==> config.mk <==
export PLATFORM = sky130hd
export DESIGN_NAME = gwd_timer
export DESIGN_NICKNAME = d
export VERILOG_FILES = /design/src/rtl/gwd_timer.sv
export SDC_FILE = /design/constraint.sdc
export NUM_CORES = 1
export LEC_CHECK = 0
export CAP_MARGIN = 25
export CELL_PAD_IN_SITES_DETAIL_PLACEMENT = 0
export CELL_PAD_IN_SITES_GLOBAL_PLACEMENT = 2
export CORE_MARGIN = 2
export CORE_UTILIZATION = 28
export DETAILED_ROUTE_END_ITERATION = 10
export HOLD_SLACK_MARGIN = 0.1
export PLACE_DENSITY_LB_ADDON = 0.1
export SLEW_MARGIN = 10
export SYNTH_ARGS = -nofsm -noshare
export SYNTH_HDL_FRONTEND = slang
export SYNTH_SLANG_ARGS = --single-unit
==> constraint.sdc <==
create_clock -name clk -period 2.9 [get_ports clk]
set_clock_uncertainty 0.1 [all_clocks]
set_input_delay 0.29 -clock clk [delete_from_list [all_inputs] [get_ports clk]]
set_output_delay 0.29 -clock clk [all_outputs]
set_load 0.01 [all_outputs]
==> src/rtl/gwd_timer.sv <==
module gwd_timer #(
  parameter int DW = 32,
  parameter int AW = 12,
  parameter logic [DW-1:0] IMPL_CODE = 32'h0201_043B,
  parameter logic [DW-1:0] DEV_CODE  = 32'h0000_5A17
) (
  input  logic          clk,
  input  logic          rst_n,
  input  logic [2*DW-1:0] count_i,
  input  logic          ctl_sel_i,
  input  logic          rfr_sel_i,
  input  logic          wr_i,
  input  logic [AW-1:0] addr_i,
  input  logic [DW-1:0] wdata_i,
  output logic [DW-1:0] rdata_o,
  output logic          stage1_o,
  output logic          stage2_o
);
  localparam int CW = 2 * DW;
  localparam logic [AW-1:0] A_CTRL   = AW'('h000);
  localparam logic [AW-1:0] A_RELOAD = AW'('h008);
  localparam logic [AW-1:0] A_CMP_LO = AW'('h010);
  localparam logic [AW-1:0] A_CMP_HI = AW'('h014);
  localparam logic [AW-1:0] A_IMPL   = AW'('hFCC);
  localparam logic [AW-1:0] A_DEV    = AW'('hFD0);

  logic          en_q, s1_q, s2_q;
  logic [DW-1:0] reload_q;
  logic [CW-1:0] cmp_q;

  wire wr_ctl  = wr_i & ctl_sel_i;
  wire wr_rfr  = wr_i & rfr_sel_i;
  wire refresh = (wr_ctl | wr_rfr) & (addr_i == A_CTRL);
  wire expired = en_q & (count_i >= cmp_q);
  wire [CW-1:0] next_cmp = count_i + CW'(reload_q);

  always_ff @(posedge clk) begin
    if (!rst_n) begin
      en_q     <= 1'b0;
      s1_q     <= 1'b0;
      s2_q     <= 1'b0;
      reload_q <= '0;
      cmp_q    <= '0;
    end else begin
      if (wr_ctl && addr_i == A_CTRL)   en_q     <= wdata_i[0];
      if (wr_ctl && addr_i == A_RELOAD) reload_q <= wdata_i;
      if (refresh) begin
        cmp_q <= next_cmp;
        s1_q  <= 1'b0;
      end else if (wr_ctl && addr_i == A_CMP_LO) begin
        cmp_q[DW-1:0] <= wdata_i;
      end else if (wr_ctl && addr_i == A_CMP_HI) begin
        cmp_q[CW-1:DW] <= wdata_i;
      end else if (expired) begin
        if (!s1_q) begin
          s1_q  <= 1'b1;
          cmp_q <= next_cmp;
        end else begin
          s2_q <= 1'b1;
        end
      end
    end
  end

  always_comb begin
    rdata_o = '0;
    if (ctl_sel_i) begin
      case (addr_i)
        A_CTRL:   rdata_o = {{(DW-3){1'b0}}, s2_q, s1_q, en_q};
        A_RELOAD: rdata_o = reload_q;
        A_CMP_LO: rdata_o = cmp_q[DW-1:0];
        A_CMP_HI: rdata_o = cmp_q[CW-1:DW];
        A_IMPL:   rdata_o = IMPL_CODE;
        A_DEV:    rdata_o = DEV_CODE;
        default:  rdata_o = '0;
      endcase
    end else if (rfr_sel_i) begin
      case (addr_i)
        A_IMPL:  rdata_o = IMPL_CODE;
        A_DEV:   rdata_o = DEV_CODE;
        default: rdata_o = '0;
      endcase
    end
  end

  assign stage1_o = s1_q;
  assign stage2_o = s2_q;
endmodule

# Word level (Yosys, flattened, before mapping)
# Index checks and enable logic that the tools add are counted.
# totals
romBits	0
elab_cells	49
register_bits	99
latchBits	0
mem_bits_rw	0
input_bits	113
out_inout_bits	34
n_memories	0
# classes
n_reduce_logical	12
order_cmp	1
div_mod_pow	0
mux	11
n_eq_ne	9
n_mul	0
n_shift	0
addsub	1
bitwise_logic	9
# op_table
cell	n
64-bit 2-to-1 mux	3
32-bit case mux with 6 select lines	1
32-bit 2-to-1 mux	5
64-bit by 32-bit adder with 64-bit output	1
64-bit >= comparator	1
26-bit case mux with 2 select lines	1
26-bit 2-to-1 mux	1
12-bit == test (second input constant)	2
12-bit by 5-bit == test with 1-bit output (second input constant)	2
12-bit by 4-bit == test with 1-bit output (second input constant)	1
12-bit logical NOT	1
3-bit AND reduction	3
3-bit by 1-bit != test with 1-bit output (second input constant)	2
3-bit nonzero test	2
5-bit AND reduction	1
1-bit AND	4
1-bit logical AND	4
1-bit NOT	4
3-bit != test (second input constant)	1
2-bit != test (second input constant)	1
2-bit OR reduction	1
1-bit bitwise OR	1

# Depth between registers and ports, before layout
# Gate-level depths: netlist of the first run.
# depth
depth_word	6
ltp_mapped	13
depth_no_buf	12

# Worst setup path after synthesis of the first run
# No wires, ideal clock.
# synth_timing
kind	register to register
from	register reload_q[0]
to	register cmp_q[56]
period_less_slack_ns	2.990
setup_ns	0.059
slack_ns	-0.090
required_time_ns	2.741
arrival_time_ns	2.831
path_stages_with_launch	13
path_buffers	0
path_cell_list	dfxtp_1 -> ha_1 -> inv_1 -> fa_1 -> nand2b_1 -> a21oi_1 -> o211ai_1 -> and4_1 -> o41ai_2 -> or2_2 -> o22ai_1 -> o41ai_1 -> a22o_1
# synth_via
elab_chain_len	6
# synth_lines
item	line_no	source
start: declaration	28	logic [DW-1:0] reload_q;
start signal: assignment	46	if (wr_ctl && addr_i == A_RELOAD) reload_q <= wdata_i;
64-bit by 32-bit adder with 64-bit output (*)	35	wire [CW-1:0] next_cmp = count_i + CW'(reload_q);
64-bit 2-to-1 mux	55	if (!s1_q) begin
64-bit 2-to-1 mux	54	end else if (expired) begin
32-bit 2-to-1 mux	52	end else if (wr_ctl && addr_i == A_CMP_HI) begin
32-bit 2-to-1 mux	50	end else if (wr_ctl && addr_i == A_CMP_LO) begin
64-bit 2-to-1 mux (*)	47	if (refresh) begin
end signal: assignment	48	cmp_q <= next_cmp;
end signal: indexed assignment	51	cmp_q[DW-1:0] <= wdata_i;
end signal: indexed assignment	53	cmp_q[CW-1:DW] <= wdata_i;
end: declaration	29	logic [CW-1:0] cmp_q;
# Mark *: on every way between the ends. The rest lies on a longest branch, timed or not. The select of a mux whose other input is x is not followed.
# A chain may end at the register's enable or synchronous reset.

# Final worst setup path of the first run
# layout_timing
from	input port count_i[50]
to	register cmp_q[8]
# layout_via
elab_chain_len	4
# layout_lines
item	line_no	source
start: declaration	9	input logic [2*DW-1:0] count_i,
64-bit >= comparator	34	wire expired = en_q & (count_i >= cmp_q);
1-bit AND	34	
3-bit nonzero test (no line)	--	
3-bit AND reduction (no line)	--	
# Every way passes these cells.

==> flow_metrics.env, run 1 <==
export IMPL_relSlewSlack_pct=64.5
export IMPL_die_height_um=182
export IMPL_worst_slew_pin_slew_ps=533
export IMPL_cts_reportedPaths_clkPinSlew_ps=70
export IMPL_pwr_share_comb_pct=22.3
export IMPL_seq_power_share_pct=40.6
export IMPL_core_um2=31500
export IMPL_syn_inst=1197
export IMPL_fin_crit_sh_pct=116
export IMPL_io_pins=147
export IMPL_antenna_left=0
export IMPL_critPathArrivalTime_ps=3540
export IMPL_cap_violations=0
export IMPL_power_frac_clock_pct=37.1
export IMPL_fin_ws_ps=-463
export IMPL_rsz0062_at_grt="true"
export IMPL_placed_area_um2=13500
export IMPL_async_flop_share_pct=0
export IMPL_p_switching_mw=0.917
export IMPL_fin_nets=1891
export IMPL_vias=10800
export IMPL_port_buffers=146
export IMPL_dp_hpwl_um=33300
export IMPL_via_per_inst=5.18
export IMPL_drtIter0Drc=1003
export IMPL_finalMaxSlewViolations=0
export IMPL_avgSynthCellArea_um2=7.45
export IMPL_yosysTopAreaCellShare_pct=22.2
export IMPL_htree_levels=3
export IMPL_drive_gt1_share_pct=31.9
export IMPL_cp_start_kind="primary input"
export IMPL_critPathBufInv=4
export IMPL_overflow=0
export IMPL_path_cells="clkdlybuf4s50_1 > ha_4 > nand4_1 > nor4_4 > nand3_2 > or4b_4 > o2111ai_2 > or3_4 > buf_6 > a31o_4 > buf_6 > buf_16 > nor2_2 > a211oi_1"
export IMPL_worstSetupEndpointType="flip-flop"
export IMPL_cp_slowest_cell="or4b_4"
export IMPL_fin_cells=2085
export IMPL_yosys_area_top_type="dfxtp_1"
export IMPL_dieArea_um2=33300
export IMPL_violations="negative setup slack"
export IMPL_synth_most_common_cell="nand2_1"
export IMPL_clock_fmax_ghz=0.297
export IMPL_cts_root_buf="clkbuf_16"
export IMPL_cts_buffers=9
export IMPL_ys_types=84
export IMPL_p_sw_share_pct=27.4
export IMPL_insertion_delay_ps=370
export IMPL_finalSetupViolCount=66
export IMPL_critPathMaxFanout=7
export IMPL_clockBufferDepth=2
export IMPL_ff_latch_area_um2=2000
export IMPL_grt_first_pass_wirelength_um=63600
export IMPL_syn_num_nets=1407
export IMPL_seq_area_frac_synth_pct=22.2
export IMPL_dr_pass1_iters=5
export IMPL_grtUsageTotal_pct=25.3
export IMPL_wl_per_cell_um=20.3
export IMPL_dp_cells=2038
export IMPL_grt_pass1_vias=10400
export IMPL_hold_viol_final=0
export IMPL_multi_input_area_um2=6910
export IMPL_critical_path_class="primary input to flip-flop"
export IMPL_tns_ps=-25540
export IMPL_antenna_found_initial=0
export IMPL_die_w_um=182
export IMPL_stdcell_area_um2=14800
export IMPL_pre_cts_ws_ps=-1110
export IMPL_grt_max_degree=57
export IMPL_drc=0
export IMPL_cp_top_family="simple AND/OR/NAND/NOR gates"
export IMPL_synth_warnings=0
export IMPL_vdd_drop_max_mv=0.209
export IMPL_ys_top_cells_by_area="dfxtp_1, ha_1, nand2_1"
export IMPL_status="complete, but fails checks"
export IMPL_cts_hold_buf=0
export IMPL_synth_seq_cells=99
export IMPL_rows=65
export IMPL_start_util_pct=28.3
export IMPL_nFillCells=3185
export IMPL_diodes=0
export IMPL_cts_sinks=99
export IMPL_synth_area_um2=8920
export IMPL_synth_ff_type="dfxtp_1"
export IMPL_cpPeakStageDelay_ps=550
export IMPL_power_leakage_nw=6.17
export IMPL_synth_edf_count=0
export IMPL_cts_tree="built"
export IMPL_power_density_nw_per_um2=227
export IMPL_ys_top_cells_by_count="nand2_1, a21oi_1, dfxtp_1"
export IMPL_post_route_util_pct=46.9
export IMPL_routed_wl_um=42300
export IMPL_min_period_ps=3360
export IMPL_cp_common_cell="buf_6"
export IMPL_hp_class="flip-flop to flip-flop"
export IMPL_area_growth_pct=65.4
export IMPL_internal_power_mw=2.43
export IMPL_critPathRequiredTime_ps=3080
export IMPL_gp_congestion=0.871
[worst reg2reg max path, cell delays in order (launching register included)]
cell       delay [ps]
dfxtp_2           360
inv_1              80
ha_4              270
nand4_1           150
nor4_4            370
nand3_2           180
or4b_4            550
o2111ai_2         200
or3_4             180
buf_6             100
a31o_4            210
buf_6             160
buf_16            150
nor2_2             40
a211oi_1          180
[routing by layer]
| layer | track usage (%) | wire length, µm | share of wire (%) | vias to the layer above |
|---|---|---|---|---|
| li1 | - | - | - | 5352 |
| met1 | 37.4 | 21000 | 50 | 5118 |
| met2 | 38.6 | 18400 | 44 | 303 |
| met3 | 3.61 | 2210 | 5.2 | 36 |
| met4 | 6.03 | 707 | 1.7 | 0 |
| met5 | 0 | 0 | 0 | - |
[state kept, by name, summed over array words and instances (netlist names)]
signal / flops
stage1_o: 1
cmp_q: 64
reload_q: 32
stage2_o: 1
en_q: 1
[kinds of logic (layout without fill, tap and decap cells)]
family / after synthesis / in the layout / share of synthesized area (%)
mux: 7 / 7 / 0.828
simple gates: 436 / 436 / 23.0
fa+ha+maj: 97 / 97 / 13.7
compound gates: 363 / 363 / 28.3
xor+xnor: 53 / 53 / 5.20
flops: 99 / 99 / 22.2
buf+inv: 142 / 628 / 6.66
[final cells by class]
cell class	instances	share of cell area (%)
multi-input cells	956	46.8
repair buffers	535	32.3
flip-flops and latches	99	13.5
well taps	402	3.41
inverters	80	2.04
clock buffers	11	1.65
clock inverters	2	0.263
[stage by stage]
step | hold slack (ps) | total power, mW
detailed placement | 391 | 2.09
global placement | 377 | 2.08
finish | 402 | 3.35
CTS | 400 | 3.35
floorplan | 326 | 1.64
global route | 435 | 3.49
[power groups by stage]
stage	clock network (mW)	registers, mW	logic, mW
final	1.24	1.36	0.746
after global routing	1.32	1.36	0.810
after CTS	1.27	1.36	0.724
after detailed placement	0	1.39	0.697
after global placement	0	1.39	0.694
after floorplan	0	1.39	0.249
[worst paths after layout]
path | from | endpoint | slack (ps) | depth (start not counted)
max | count_i[50] | cmp_q[8] | -460 | 14
min | reload_q[31] | reload_q[31] | 400 | 2
max reg2reg | cmp_q[50] | cmp_q[8] | -460 | 14
min reg2reg | reload_q[31] | reload_q[31] | 400 | 2
[layout by cell type (no fill, tap or decap), drive strengths merged, types with 5 or more instances in the layout]
master | synthesis | final
a211oi | 16 | 16
and3 | 13 | 13
a222oi | 23 | 23
nor3 | 20 | 20
a22oi | 10 | 10
xnor2 | 34 | 34
a21oi | 111 | 111
dlygate4sd2 | 0 | 28
nor2b | 8 | 8
ha | 96 | 96
o21a | 7 | 7
and2 | 8 | 8
xor2 | 19 | 19
a22o | 13 | 13
o211ai | 16 | 16
nand2 | 181 | 181
a21o | 18 | 18
clkdlybuf4s15 | 0 | 5
clkbuf | 45 | 12
nand3 | 50 | 50
buf | 17 | 394
and4 | 7 | 7
nand2b | 9 | 9
dfxtp | 99 | 99
nand4 | 26 | 26
a311oi | 10 | 10
clkdlybuf4s50 | 0 | 97
a31oi | 24 | 24
o21ai | 61 | 61
inv | 80 | 80
a21boi | 7 | 7
dlymetal6s2s | 0 | 10
nor2 | 92 | 92
[timing repair]
item,4_1_cts,5_1_grt
resized for setup,176,47
setup endpoints to repair,98,98
cloned,10,1
pin swaps,31,30
setup buffers,20,7
Note: power is estimated with default switching activity, not from simulation.
==> inputs of run 2 (changes only) <==
==> constraint.sdc (replaced) <==
create_clock -name clk -period 2.82 [get_ports clk]
set_clock_uncertainty 0.1 [all_clocks]
set_input_delay 0.282 -clock clk [delete_from_list [all_inputs] [get_ports clk]]
set_output_delay 0.282 -clock clk [all_outputs]
set_load 0.01 [all_outputs]
==> run 2 against run 1 <==
Against the previous run: the flow still finishes with violations (negative setup slack); cell count is 0.58% lower; sequential power is 3% higher; register-to-register slack better by 20 ps; worst setup slack better by 15 ps; critical path type is now flip-flop to flip-flop.
==> flow_metrics.env, run 2 (same netlist as run 1, synthesis figures left out) <==
export IMPL_overflow=0
export IMPL_hold_worst_slack_ps=340
export IMPL_cts_buffers=9
export IMPL_dp_cells=2027
export IMPL_rows=65
export IMPL_placed_area_um2=13400
export IMPL_gp_congestion=0.885
export IMPL_pre_cts_ws_ps=-1110
export IMPL_grt_pass1_vias=10300
export IMPL_dr_pass1_iters=8
export IMPL_wl_per_cell_um=19.9
export IMPL_worstSetupEndpointType="flip-flop"
export IMPL_area_growth_pct=64.1
export IMPL_globalRouteMet3Util_pct=2.24
export IMPL_mostFrequentLayoutCell="buf_4"
export IMPL_core_um2=31500
export IMPL_fin_cells=2073
export IMPL_cp_slowest_cell="or4b_4"
export IMPL_largest_reg_flops=64
export IMPL_worst_slew_pin_slew_ps=517
export IMPL_cts_root_buf="clkbuf_16"
export IMPL_fin_nets=1876
export IMPL_relSlewSlack_pct=65.5
export IMPL_power_leakage_nw=6.10
export IMPL_grt_use_met1_pct=37.4
export IMPL_final_cell_mix="buf_4, nand2_1, a21oi_1, clkdlybuf4s50_1, dfxtp_1"
export IMPL_violations="negative setup slack"
export IMPL_cpPeakStageDelay_ps=520
export IMPL_start_util_pct=28.3
export IMPL_port_buffers=146
export IMPL_min_period_ps=3270
export IMPL_grt_max_degree=58
export IMPL_finalMaxSlewViolations=0
export IMPL_clockBufferDepth=2
export IMPL_vdd_drop_max_mv=0.228
export IMPL_rsz0062_at_grt="true"
export IMPL_routed_wl_um=41300
export IMPL_cp_start_kind="flip-flop"
export IMPL_regMostFlops="cmp_q"
export IMPL_finalSetupViolCount=66
export IMPL_critPathMaxFanout=4
export IMPL_dieArea_um2=33300
export IMPL_grt_busiest_layer="met1"
export IMPL_drtIter0Drc=998
export IMPL_die_height_um=182
export IMPL_grtUsageTotal_pct=24.4
export IMPL_hp_class="primary input to flip-flop"
export IMPL_cts_tree="built"
export IMPL_stdcell_area_um2=14600
export IMPL_fin_crit_sh_pct=116
export IMPL_drc=0
export IMPL_htree_levels=3
export IMPL_reg_top3="cmp_q x64, reload_q x32"
export IMPL_path_cells="inv_2 > ha_4 > nand4_1 > buf_4 > nor4_4 > nand3_2 > or4b_4 > o2111ai_2 > or3_4 > a311o_2 > nor2_4 > clkbuf_16 > a22o_1"
export IMPL_critPathArrivalTime_ps=3410
export IMPL_cts_reportedPaths_clkPinSlew_ps=70
export IMPL_grt_first_pass_wirelength_um=61800
export IMPL_antenna_left=0
export IMPL_diodes=0
export IMPL_critical_path_class="flip-flop to flip-flop"
export IMPL_drive_gt1_share_pct=32.9
export IMPL_status="complete, but fails checks"
export IMPL_dp_hpwl_um=33300
export IMPL_critPathBufInv=3
export IMPL_insertion_delay_ps=360
export IMPL_fin_ws_ps=-448
export IMPL_io_pins=147
export IMPL_critPathRequiredTime_ps=2970
export IMPL_nFillCells=3197
export IMPL_hold_viol_final=0
export IMPL_cp_top_family="simple AND/OR/NAND/NOR gates"
export IMPL_cts_sinks=99
export IMPL_clock_fmax_ghz=0.306
export IMPL_tns_ps=-24220
export IMPL_antenna_found_initial=0
export IMPL_power_density_nw_per_um2=235
export IMPL_vias=10700
export IMPL_met2_usage_pct=37.0
export IMPL_cap_violations=0
export IMPL_via_per_inst=5.17
export IMPL_die_w_um=182
export IMPL_cts_hold_buf=0
==> run 2: routing by layer <==
metal | vias up | part of all wire [%] | wire length (µm)
li1 | 5322 | - | -
met1 | 5086 | 51 | 20900
met2 | 279 | 43 | 17800
met3 | 29 | 5.1 | 2100
met4 | 0 | 1.1 | 461
met5 | - | 0 | 0
==> run 2: worst register-to-register path, stage by stage, from the launching register on <==
cell	delay [ps]
dfxtp_2	360
inv_2	50
ha_4	250
nand4_1	110
buf_4	160
nor4_4	320
nand3_2	190
or4b_4	520
o2111ai_2	190
or3_4	190
a311o_2	250
nor2_4	90
clkbuf_16	170
a22o_1	200
==> run 2: cell type report <==
| type | instances | area [µm²] | area share, % |
|---|---|---|---|
| multi-input cells | 956 | 6990 | 47.8 |
| well taps | 402 | 503 | 3.44 |
| clock inverters | 6 | 65.1 | 0.445 |
| clock buffers | 10 | 229 | 1.56 |
| repair buffers | 520 | 4540 | 31.0 |
| flip-flops and latches | 99 | 2000 | 13.7 |
| inverters | 80 | 305 | 2.09 |
==> run 2: path summary, 6_finish.rpt <==
path                                    from            to  slack [ps]  depth (start not counted)
worst min-delay path             count_i[52]     cmp_q[52]         340                          4
worst min register to register  reload_q[30]  reload_q[30]         400                          2
worst max-delay path               cmp_q[52]     cmp_q[39]        -450                         13
worst max register to register     cmp_q[52]     cmp_q[39]        -450                         13
==> run 2: power by group <==
group          switching (mW)  total [mW]  internal [mW]
registers            0.000171        1.40           1.40
clock network           0.595        1.29          0.692
logic                   0.363       0.756          0.393
==> run 2: stage by stage <==
step / total power [mW] / utilization, %
after floorplan: 1.69 / -
after global placement: 2.14 / 42.6
after detailed placement: 2.14 / 42.6
after CTS: 3.45 / 45.2
after global routing: 3.58 / 46.5
final: 3.44 / 46.5
==> run 2: repair_timing <==
| action | 4_1_cts | 5_1_grt |
|---|---|---|
| gates cloned | 3 | 4 |
| pin swaps | 61 | 53 |
| setup endpoints to repair | 98 | 98 |
| buffers inserted | 17 | 10 |
| resized for setup | 189 | 80 |
